--- src/rtl/crc8_pkg.sv ---
package crc8_pkg;
  localparam int CRC_W    = 8;
  localparam logic [CRC_W-1:0] POLY_REFL = 8'h8C;  // x^8+x^5+x^4+1, reflected
  localparam int ID_BODY  = 56;
  localparam int SCR_BODY = 64;
  localparam int ID_LEN   = ID_BODY + CRC_W;
  localparam int SCR_LEN  = SCR_BODY + CRC_W;
  localparam int MAX_LEN  = (ID_LEN > SCR_LEN) ? ID_LEN : SCR_LEN;
  localparam int CNT_W    = $clog2(MAX_LEN + 1);

  typedef enum logic {
    FRM_ID  = 1'b0,
    FRM_SCR = 1'b1
  } frm_mode_e;

  function automatic logic [CNT_W-1:0] frame_len(frm_mode_e m);
    return (m == FRM_SCR) ? CNT_W'(SCR_LEN) : CNT_W'(ID_LEN);
  endfunction
endpackage

--- src/rtl/crc8_bit_cnt.sv ---
module crc8_bit_cnt
  import crc8_pkg::*;
(
  input  logic             clk_i,
  input  logic             rst_ni,
  input  logic             clear_i,
  input  logic             step_i,
  input  logic [CNT_W-1:0] len_i,
  output logic             last_o
);
  logic [CNT_W-1:0] cnt_q, base;

  assign base   = clear_i ? '0 : cnt_q;
  assign last_o = step_i && (base == len_i - CNT_W'(1));

  always_ff @(posedge clk_i or negedge rst_ni) begin
    if (!rst_ni)      cnt_q <= '0;
    else if (step_i)  cnt_q <= last_o ? '0 : base + CNT_W'(1);
    else              cnt_q <= base;
  end

  // count never reaches a full frame without wrapping
  assert_cnt_range_R5: assert property (@(posedge clk_i) disable iff (!rst_ni)
    cnt_q < CNT_W'(MAX_LEN));
endmodule

--- config.mk ---
export PLATFORM = sky130hd
export DESIGN_NAME = crc8_bit_cnt
export DESIGN_NICKNAME = d
export VERILOG_FILES = /design/src/rtl/crc8_pkg.sv /design/src/rtl/crc8_bit_cnt.sv
export SDC_FILE = /design/constraint.sdc
export NUM_CORES = 1
export LEC_CHECK = 0
export ABC_CLOCK_PERIOD_IN_PS = 1930
export BUFFER_PORTS_ARGS = -buffer_cell sky130_fd_sc_hd__buf_4
export CAP_MARGIN = 20
export CORE_AREA = 10 10 47 49
export CTS_CLUSTER_DIAMETER = 100
export DETAILED_ROUTE_END_ITERATION = 6
export DIE_AREA = 0 0 57 59
export HOLD_SLACK_MARGIN = 0.06
export MAX_ROUTING_LAYER = met4
export PLACE_DENSITY = 0.76
export RECOVER_POWER = 50
export SLEW_MARGIN = 15
export SYNTH_ARGS = -nofsm -noshare
export SYNTH_HDL_FRONTEND = slang
export SYNTH_SLANG_ARGS = --single-unit
--- constraint.sdc ---
create_clock -name clk_i -period 1.93 [get_ports clk_i]
set_clock_uncertainty 0.2 [all_clocks]
set_input_delay 0 -clock clk_i [delete_from_list [all_inputs] [get_ports clk_i]]
set_output_delay 0 -clock clk_i [all_outputs]
set_load 0.02 [all_outputs]
## Word level (Yosys, flattened, before mapping)

Index checks and enable logic that the tools add are counted.

| operators by class | value |
|---|---|
| multipliers | 0 |
| divide/modulo/power cells | 0 |
| shift-type cells | 0 |
| bitwise operators | 0 |
| magnitude comparators | 0 |
| mux-type cells | 3 |
| add/sub/neg operators | 2 |
| reduce and logical (&&, ||, !) cells | 1 |
| equality and inequality tests | 1 |

Operators by type and width:

| kind | number |
|---|---|
| 7-bit 2-to-1 mux | 3 |
| 7-bit by 1-bit adder with 7-bit output, second input constant | 1 |
| 7-bit equality test | 1 |
| 7-bit by 1-bit subtractor with 7-bit output, second input constant | 1 |
| 1-bit logical AND | 1 |

| word-level totals | value |
|---|---|
| bits of input ports | 11 |
| bits in latches | 0 |
| memory bits (writable) | 0 |
| bits in read-only memories | 0 |
| register bits | 7 |
| word-level logic and storage cells | 8 |
| memories kept | 0 |

## Depth between registers and ports, before layout

Gate-level depths: netlist of the first run.

| logic depth | value |
|---|---|
| depth after elaboration | 5 |
| mapped depth | 7 |

## Worst setup path after synthesis of the first run

OpenSTA, ideal clock, no wires.

| path | value |
|---|---|
| path kind | flip-flop to output port |
| start point | reg cnt_q[2] |
| end point | out last_o |
| buffers on the path | 0 |
| slack | 249 ps |
| data required time | 1,730 ps |
| arrival | 1,481 ps |
| stages on the path, launching flop included | 6 |
| cell sequence | dfrtp_1 > nor2b_4 > xnor2_2 > o211ai_2 > nor4_4 > and2_1 |

| on the way | value |
|---|---|
| cells in the longest elaborated chain, start to end | 3 |

RTL lines:

| element | line | RTL |
|---|---|---|
| start, declared | crc8_bit_cnt.sv:11 | `logic [CNT_W-1:0] cnt_q, base;` |
| start signal, assigned | crc8_bit_cnt.sv:18 | `else if (step_i) cnt_q <= last_o ? '0 : base + CNT_W'(1);` |
| start signal, assigned | crc8_bit_cnt.sv:19 | `else cnt_q <= base;` |
| 7-bit 2-to-1 mux | crc8_bit_cnt.sv:13 | `assign base = clear_i ? '0 : cnt_q;` |
| 7-bit equality test | crc8_bit_cnt.sv:14 | `assign last_o = step_i && (base == len_i - CNT_W'(1));` |
| 1-bit logical AND | crc8_bit_cnt.sv:14 |  |
| end, declared | crc8_bit_cnt.sv:9 | `output logic last_o` |

Every way passes these cells.

## Worst setup path in the final report of the first run

Ends and elaborated chain as after synthesis.

==> results of run 1 <==
## final timing paths
kind                       startpoint       end  slack [ps]  depth (start not counted)
max                          cnt_q[2]    last_o           7                          7
max in group asynchronous      rst_ni  cnt_q[5]         760                          3
min reg2reg                  cnt_q[6]  cnt_q[6]         420                          2
max reg2reg                  cnt_q[3]  cnt_q[6]          80                          7
min in group asynchronous      rst_ni  cnt_q[3]         530                          3
min                          len_i[0]  cnt_q[0]          90                          4
## kinds of logic (layout without fill, tap and decap cells)
logic type                 Yosys count  after routing  share of synthesized area (%)
and+or+nand+nor                     23             23                           24.8
xor gates and xnor gates            16             16                           24.0
AOI/OAI and AO/OA                   12             12                           13.2
DFF                                  7              7                           28.5
buffers and inverters                4             30                           3.86
adders and majority gates            2              2                           4.06
muxes                                1              1                           1.63
## power by group through the flow
stage | Clock, mW | Sequential [mW] | Combinational [mW]
floorplan | 0 | 0.162 | 0.0655
global placement | 0 | 0.161 | 0.106
detailed placement | 0 | 0.162 | 0.110
CTS | 0.135 | 0.159 | 0.124
global route | 0.142 | 0.161 | 0.142
finish | 0.127 | 0.160 | 0.129
## metal layers
metal  track usage (%)  vias to the layer above
met5                 -                        -
met3              2.36                        0
met2              15.2                        9
met4              6.04                        0
met1              10.2                      261
li1                  -                      281
## timing repair
item                                    CTS  global route
pin swaps                                 2             0
resized for setup                         2             3
endpoints found under the setup margin    1             5
buffers inserted                          2             0
hold endpoints to repair                 14             0
hold buffers                              6             0
## layout make-up
class	count	area, µm²
Clock buffer	4	26.3
Inverter	2	7.51
Multi-Input combinational cell	54	442
Sequential cell	7	175
Tap cell	16	20.0
Timing Repair Buffer	24	199
Fill cell	134	532
## cell usage in the layout (no fill, tap or decap), types with 3 or more instances in the layout
| cell | n |
|---|---|
| buf_4 | 16 |
| xnor2_1 | 7 |
| dfrtp_1 | 7 |
| xor2_1 | 6 |
| dlygate4sd3_1 | 6 |
| a21oi_1 | 5 |
| nand2_1 | 4 |
| a211oi_1 | 4 |
| clkbuf_4 | 4 |
| nor2b_1 | 3 |
| nand2b_1 | 3 |
| xnor2_2 | 3 |
## worst max-delay path: stages (launching register included)
cell and delay, ps:
dfrtp_1 370, nor2b_4 140, xnor2_2 150, o211ai_2 140, nor4_4 280, buf_4 150, and2_4 130, buf_6 110
## synth_stat cells (all sizes together)
cell type	number	area share (%)
nand4	2	2.0
a21oi	6	5.5
a211oi	4	4.9
mux2i	1	1.6
nand2	4	2.4
nand3	2	1.6
nor4	1	3.5
nand2b	3	3.0
dfrtp	7	28
and2	1	1.0
ha	2	4.1
inv	2	1.2
buf	2	2.6
xnor2	10	15
and4	1	1.4
nor2b	4	5.3
xor2	6	8.5
nor3	2	1.6
and3	1	1.0
o211ai	1	2.0
nor2	1	0.61
nand3b	1	1.2
o21ai	1	0.81
==> results.py, run 1 <==
metrics = {
    "outcome": {
        "status": "completed",
    },
    "floorplan": {
        "initial_core_util_pct": 43.9,
        "std_cell_rows": 14,
        "die-area_um2": 3360,
        "coreArea_um2": 1400,
        "die_h_um": 59,
        "ios": 12,
        "die_w_um": 57,
    },
    "finish": {
        "final_layout_size_suffix_gt1_share_pct": 31.9,
        "largest_register_ffs": 7,
        "top_register": "cnt_q",
        "final_nets": 105,
        "syn2layout_area_growth_pct": 41.3,
        "fin_cells": 107,
        "postLayoutCoreUtil_pct": 62.1,
        "largest_registers": "cnt_q: 7 flops",
        "fin_area_um2": 870,
        "diodes": 0,
    },
    "sta": {
        "fin_crit_ps": 1920,
        "fmax_mhz": 520,
        "setup_viol": 0,
        "finalHoldViolations": 0,
        "rsz0062_at_grt": "true",
        "worst_slew_pin_slew_ps": 339,
        "worst_hold_slack_ps": 95.0,
        "finalSetupTns_ps": 0,
        "drv_slew": 0,
        "period_share_pct": 99.6,
        "setup_ws_ps": 7.28,
        "relSlewSlack_pct": 77.1,
    },
    "route": {
        "drtPass1Iterations": 2,
        "drt-total-wl_um": 1510,
        "dr_wl_met3_um": 71,
        "wl_per_cell_um": 14.1,
        "ant_nets": 0,
        "drt_iter0_drc": 9,
        "topRoutingLayerUsed": "met3",
        "vias_per_cell": 5.15,
        "wl_met1_um": 662,
        "drc": 0,
        "wl_met2_um": 771,
        "num_vias": 551,
    },
    "yosys": {
        "synth_nets": 78,
        "yosys_warnings": 0,
        "syn_avg_cell_area_um2": 9.47,
        "yosysSeqAreaShare_pct": 28.5,
        "syn_inst": 65,
        "synth_cell_type_count": 27,
        "syn_area_um2": 616,
        "synth-seq-cells": 7,
    },
    "min_path": {
        "holdCritPathClass": "primary input to register",
    },
    "placement": {
        "io_buffers": 11,
        "pre_cts_ws_ps": 78.5,
        "dpl.hpwl_um": 1110,
        "dp.cells": 95,
        "placed_cell_area_um2": 739,
        "gp_congestion": 0.822,
    },
    "cts": {
        "clkLatencyLatePin_ps": 240,
        "clkSinkCount": 7,
        "cts.htree.levels": 1,
        "cts_tree": "yes",
        "cts-root-buf": "clkbuf_4",
        "clkTransAtPathRegs_ps": 50,
        "clk_path_buf_depth": 2,
        "cts_made_buffers": 3,
    },
    "global_route": {
        "grt_pass1_wl_um": 2500,
        "grt_start_max_net_pins": 10,
        "grt_overflow": 0,
        "grt_pass1_vias": 595,
        "grt_usage_pct": 9.45,
        "antenna_found_initial": 0,
    },
    "power_and_ir_drop": {
        "power.total_mw": 0.416,
        "leakagePower_nw": 0.373,
        "switching_share_pct": 27.9,
        "ir_worst_vdd_mv": 0.369,
        "power_switching_mw": 0.116,
        "power.internal_mw": 0.300,
        "p_seq_share_pct": 38.4,
        "power_density_nw_per_um2": 478,
        "p_clk_share_pct": 30.6,
        "p_comb_share_pct": 31.0,
    },
    "run": {
        "cap_violations": 0,
    },
    "worst_setup_path": {
        "worstSetupStartpointType": "register",
        "crit_fanout": 2,
        "critPathRequiredTime_ps": 1730,
        "arrival_ps": 1720,
        "end_kind": "primary output",
        "path_class": "register to primary output",
    },
}
No activity file was read; power rests on OpenSTA's default activity.
==> run 2: changes to the inputs <==
Settings changed: ABC_CLOCK_PERIOD_IN_PS 1930 to 1600, CORE_AREA 10 10 47 49 to unset, CORE_MARGIN set to 10, CORE_UTILIZATION set to 47, DIE_AREA 0 0 57 59 to unset, PLACE_DENSITY 0.76 to 0.79.
Clock period 1.93 ns to 1.6 ns, I/O delays scaled along.
==> results.py, run 2 (synthesis gave the netlist of run 1 again) <==
metrics = {
    "cts": {
        "cts_made_buffers": 3,
        "clk_path_buf_depth": 2,
        "clkLatencyLatePin_ps": 250,
        "hold_buffers": 4,
        "cts-root-buf": "clkbuf_4",
        "cts.htree.levels": 1,
        "clkSinkCount": 7,
        "cts_tree": "yes",
        "clkTransAtPathRegs_ps": 50,
    },
    "finish": {
        "syn2layout_area_growth_pct": 53.3,
        "final_cell_mix": "buf_4, dfrtp_1, xor2_1, xnor2_2, a21oi_1",
        "final_layout_size_suffix_gt1_share_pct": 47.4,
        "diodes": 0,
        "fin_area_um2": 943,
        "mostFrequentLayoutCell": "buf_4",
        "top_register": "cnt_q",
        "final_nets": 111,
        "num-fill-cells": 72,
        "multiInputGateArea_um2": 478,
        "largest_registers": "cnt_q: 7 flops",
        "seq_area_um2": 175,
        "largest_register_ffs": 7,
    },
    "floorplan": {
        "coreArea_um2": 1170,
        "die_w_um": 56.2,
        "die_h_um": 56.2,
        "std_cell_rows": 12,
        "ios": 12,
        "die-area_um2": 3160,
        "initial_core_util_pct": 52.6,
    },
    "sta": {
        "finalHoldViolations": 0,
        "fin_crit_ps": 1900,
        "setup_viol": 8,
        "drv_slew": 0,
        "rsz0062_at_grt": "true",
        "worst_hold_slack_ps": 18.9,
        "relSlewSlack_pct": 76.1,
        "fmax_mhz": 527,
        "setup_ws_ps": -298,
        "worst_slew_pin_slew_ps": 356,
        "period_share_pct": 119,
    },
    "min_path": {
        "holdCritPathClass": "primary input to register",
    },
    "power_and_ir_drop": {
        "ir_worst_vdd_mv": 0.574,
        "power_density_nw_per_um2": 554,
        "leakagePower_nw": 0.425,
        "power.total_mw": 0.522,
    },
    "worst_setup_path": {
        "end_kind": "primary output",
        "critPathRequiredTime_ps": 1400,
        "arrival_ps": 1700,
        "crit_fanout": 2,
        "worstSetupStartpointType": "register",
        "path_class": "register to primary output",
    },
    "outcome": {
        "status": "complete, but fails checks",
        "violations": "negative setup slack",
    },
    "global_route": {
        "antenna_found_initial": 0,
        "grt_start_max_net_pins": 10,
        "grt_overflow": 0,
        "grt_pass1_vias": 621,
        "grt_usage_pct": 11.4,
        "grt_pass1_wl_um": 2930,
    },
    "placement": {
        "io_buffers": 11,
        "gp_congestion": 0.856,
        "dpl.hpwl_um": 1270,
        "placed_cell_area_um2": 811,
    },
    "run": {
        "cap_violations": 0,
    },
    "route": {
        "vias_per_cell": 5.33,
        "drtPass1Iterations": 4,
        "ant_nets": 0,
        "drt_iter0_drc": 5,
        "wl_per_cell_um": 15.3,
        "drc": 0,
        "drt-total-wl_um": 1700,
        "num_vias": 592,
    },
}
[run 2: final timing paths]
path	startpoint	endpoint	slack, ps	cells after the start
max reg2reg	cnt_q[3]	cnt_q[3]	-200	7
min reg2reg	cnt_q[4]	cnt_q[4]	500	2
min	clear_i	cnt_q[1]	20	4
max	cnt_q[2]	last_o	-300	7
min in group asynchronous	rst_ni	cnt_q[6]	520	3
max in group asynchronous	rst_ni	cnt_q[0]	440	3
[run 2: final cells by class]
| class | instances | area share, % |
|---|---|---|
| Timing Repair Buffer | 30 | 25.3 |
| Tap cell | 14 | 1.86 |
| Sequential cell | 7 | 18.6 |
| Inverter | 2 | 0.796 |
| Clock buffer | 4 | 2.79 |
| Multi-Input combinational cell | 54 | 50.7 |
[run 2: critical path: stages, from the launching register on]
cell and delay [ps]:
dfrtp_1 340, nor2b_4 190, xnor2_2 130, o211ai_2 130
nor4_4 280, buf_4 140, and2_2 140, buf_6 110
[run 2: metrics by stage]
step / setup slack (ps) / utilization, % / setup TNS, ps / std cells
global placement: -188 / 69.2 / -1020 / 102
detailed placement: -245 / 69.2 / -1530 / 102
finish: -298 / 80.6 / -1400 / 111
CTS: -320 / 75.9 / -1650 / 111
floorplan: -36.8 / - / -184 / 65
global route: -408 / 80.6 / -2190 / 111
[run 2: layer usage]
| metal | GRT usage [%] | part of all wire, % | vias to the layer above | wire (µm) |
|---|---|---|---|---|
| met1 | 12.8 | 46 | 286 | 788 |
| met4 | 3.41 | 1.4 | 0 | 23 |
| met3 | 3.42 | 2.9 | 4 | 50 |
| met2 | 18.7 | 49 | 11 | 839 |
| met5 | - | 0 | - | 0 |
| li1 | - | - | 291 | - |
[run 2: repair_timing]
action	4_1_cts	5_1_grt
endpoints found under the setup margin	8	8
pin swaps	0	2
buffers inserted	1	0
endpoints found under the hold margin	14	1
gates resized for setup	1	9
[run 2: power by group]
part	internal (mW)	switching (mW)
combinational	0.0916	0.0855
sequential	0.186	0.00435
clock	0.0948	0.0599
==> run 3: changes to the inputs <==
Settings changed: BUFFER_PORTS_ARGS -buffer_cell sky130_fd_sc_hd__buf_4 to -buffer_cell sky130_fd_sc_hd__buf_2.
==> results.py, run 3 (synthesis gave the netlist of run 1 again) <==
metrics = {
    "placement": {
        "placed_cell_area_um2": 791,
        "pre_cts_ws_ps": -263,
        "dpl.hpwl_um": 1230,
        "io_buffers": 11,
        "dp.cells": 103,
        "gp_congestion": 0.863,
    },
    "finish": {
        "syn2layout_area_growth_pct": 53.7,
        "final_cell_mix": "buf_4, buf_2, xnor2_1, dfrtp_1, xor2_1",
        "largest_register_ffs": 7,
        "final_nets": 115,
        "final_layout_size_suffix_gt1_share_pct": 48.5,
        "fin_area_um2": 946,
        "mostFrequentLayoutCell": "buf_4",
        "largest_registers": "cnt_q: 7 flops",
        "postLayoutCoreUtil_pct": 80.8,
        "fin_cells": 115,
        "diodes": 0,
        "top_register": "cnt_q",
    },
    "worst_setup_path": {
        "critPathRequiredTime_ps": 1400,
        "arrival_ps": 1640,
        "cp_slowest_cell": "dfrtp_1",
        "cpPeakStageDelay_ps": 370,
        "end_kind": "primary output",
        "path_delay_family": "simple AND/OR/NAND/NOR gates",
        "worstSetupStartpointType": "register",
        "crit_buf_inv": 1,
        "path_class": "register to primary output",
        "crit_fanout": 2,
        "cp_cell_sequence": "nor2b_4, xnor2_2, o211ai_2, nor4_4, and2_4, buf_6",
    },
    "sta": {
        "rsz0062_at_grt": "true",
        "finalSetupTns_ps": -1480,
        "drv_slew": 0,
        "worst_hold_slack_ps": 143,
        "setup_viol": 8,
        "period_share_pct": 115,
        "finalHoldViolations": 0,
        "worst_slew_pin_slew_ps": 313,
        "fin_crit_ps": 1840,
        "fmax_mhz": 543,
        "relSlewSlack_pct": 79.1,
        "setup_ws_ps": -240,
    },
    "floorplan": {
        "die_w_um": 56.2,
        "coreArea_um2": 1170,
        "ios": 12,
        "std_cell_rows": 12,
        "die_h_um": 56.2,
        "initial_core_util_pct": 52.6,
        "die-area_um2": 3160,
    },
    "outcome": {
        "violations": "negative setup slack",
        "status": "complete, but fails checks",
    },
    "cts": {
        "cts.htree.levels": 1,
        "clkTransAtPathRegs_ps": 50,
        "cts-root-buf": "clkbuf_4",
        "cts_tree": "yes",
        "clkLatencyLatePin_ps": 240,
        "clkSinkCount": 7,
        "cts_made_buffers": 3,
        "clk_path_buf_depth": 2,
    },
    "global_route": {
        "grt_pass1_vias": 620,
        "grt_overflow": 0,
        "grt_start_max_net_pins": 10,
        "grt_pass1_wl_um": 2790,
        "antenna_found_initial": 0,
        "grt_usage_pct": 11.0,
    },
    "route": {
        "drt-total-wl_um": 1760,
        "drt_iter0_drc": 18,
        "num_vias": 603,
        "wl_per_cell_um": 15.3,
        "topRoutingLayerUsed": "met4",
        "wl_met1_um": 716,
        "drc": 0,
        "wl_met2_um": 937,
        "ant_nets": 0,
        "drtPass1Iterations": 4,
        "vias_per_cell": 5.24,
        "dr_wl_met3_um": 96,
    },
    "power_and_ir_drop": {
        "power_density_nw_per_um2": 545,
        "ir_worst_vdd_mv": 0.427,
        "leakagePower_nw": 0.419,
        "power.total_mw": 0.515,
    },
    "min_path": {
        "holdCritPathClass": "primary input to register",
    },
    "run": {
        "cap_violations": 0,
    },
}
[run 3: cell types whose count changed in the layout (fill, tap and decap cells not counted), sizes merged]
cell    previous run  this run
clkbuf             5         4
buf               25        30
[run 3: final timing paths]
path                          start       end  slack [ps]  cells after the start
max reg2reg                cnt_q[3]  cnt_q[3]        -220                      7
min in group asynchronous    rst_ni  cnt_q[0]         530                      3
min reg2reg                cnt_q[6]  cnt_q[6]         570                      3
max in group asynchronous    rst_ni  cnt_q[2]         440                      3
min                         clear_i  cnt_q[1]         140                      4
max                        cnt_q[2]    last_o        -240                      6
[run 3: repair_timing]
action / in CTS / in global routing
hold buffers: 4 / 0
buffers inserted: 2 / 2
resized for setup: 6 / 8
endpoints found under the setup margin: 7 / 8
endpoints found under the hold margin: 14 / 0
pin swaps: 3 / 7
[run 3: per-layer routing]
metal / vias up / track usage (%)
li1: 298 / -
met1: 286 / 11.9
met2: 17 / 18.1
met3: 2 / 2.51
met4: 0 / 6.14
met5: - / -
[run 3: worst min-delay path: stages]
cell	delay, ps
buf_2	210
nor2b_2	90
mux2i_1	190
a21oi_2	40
[run 3: power breakdown]
part	total, mW	switching [mW]	internal, mW
clock network	0.148	0.0536	0.0944
logic	0.175	0.0860	0.0889
registers	0.192	0.00593	0.186
[run 3: cell type report]
class                      count  area [µm²]
tap                           14        17.5
clock buffer                   4        26.3
fill                          70         225
timing repair buffer          34         251
inverter                       2        7.51
multi-input combinational     54         468
sequential                     7         175
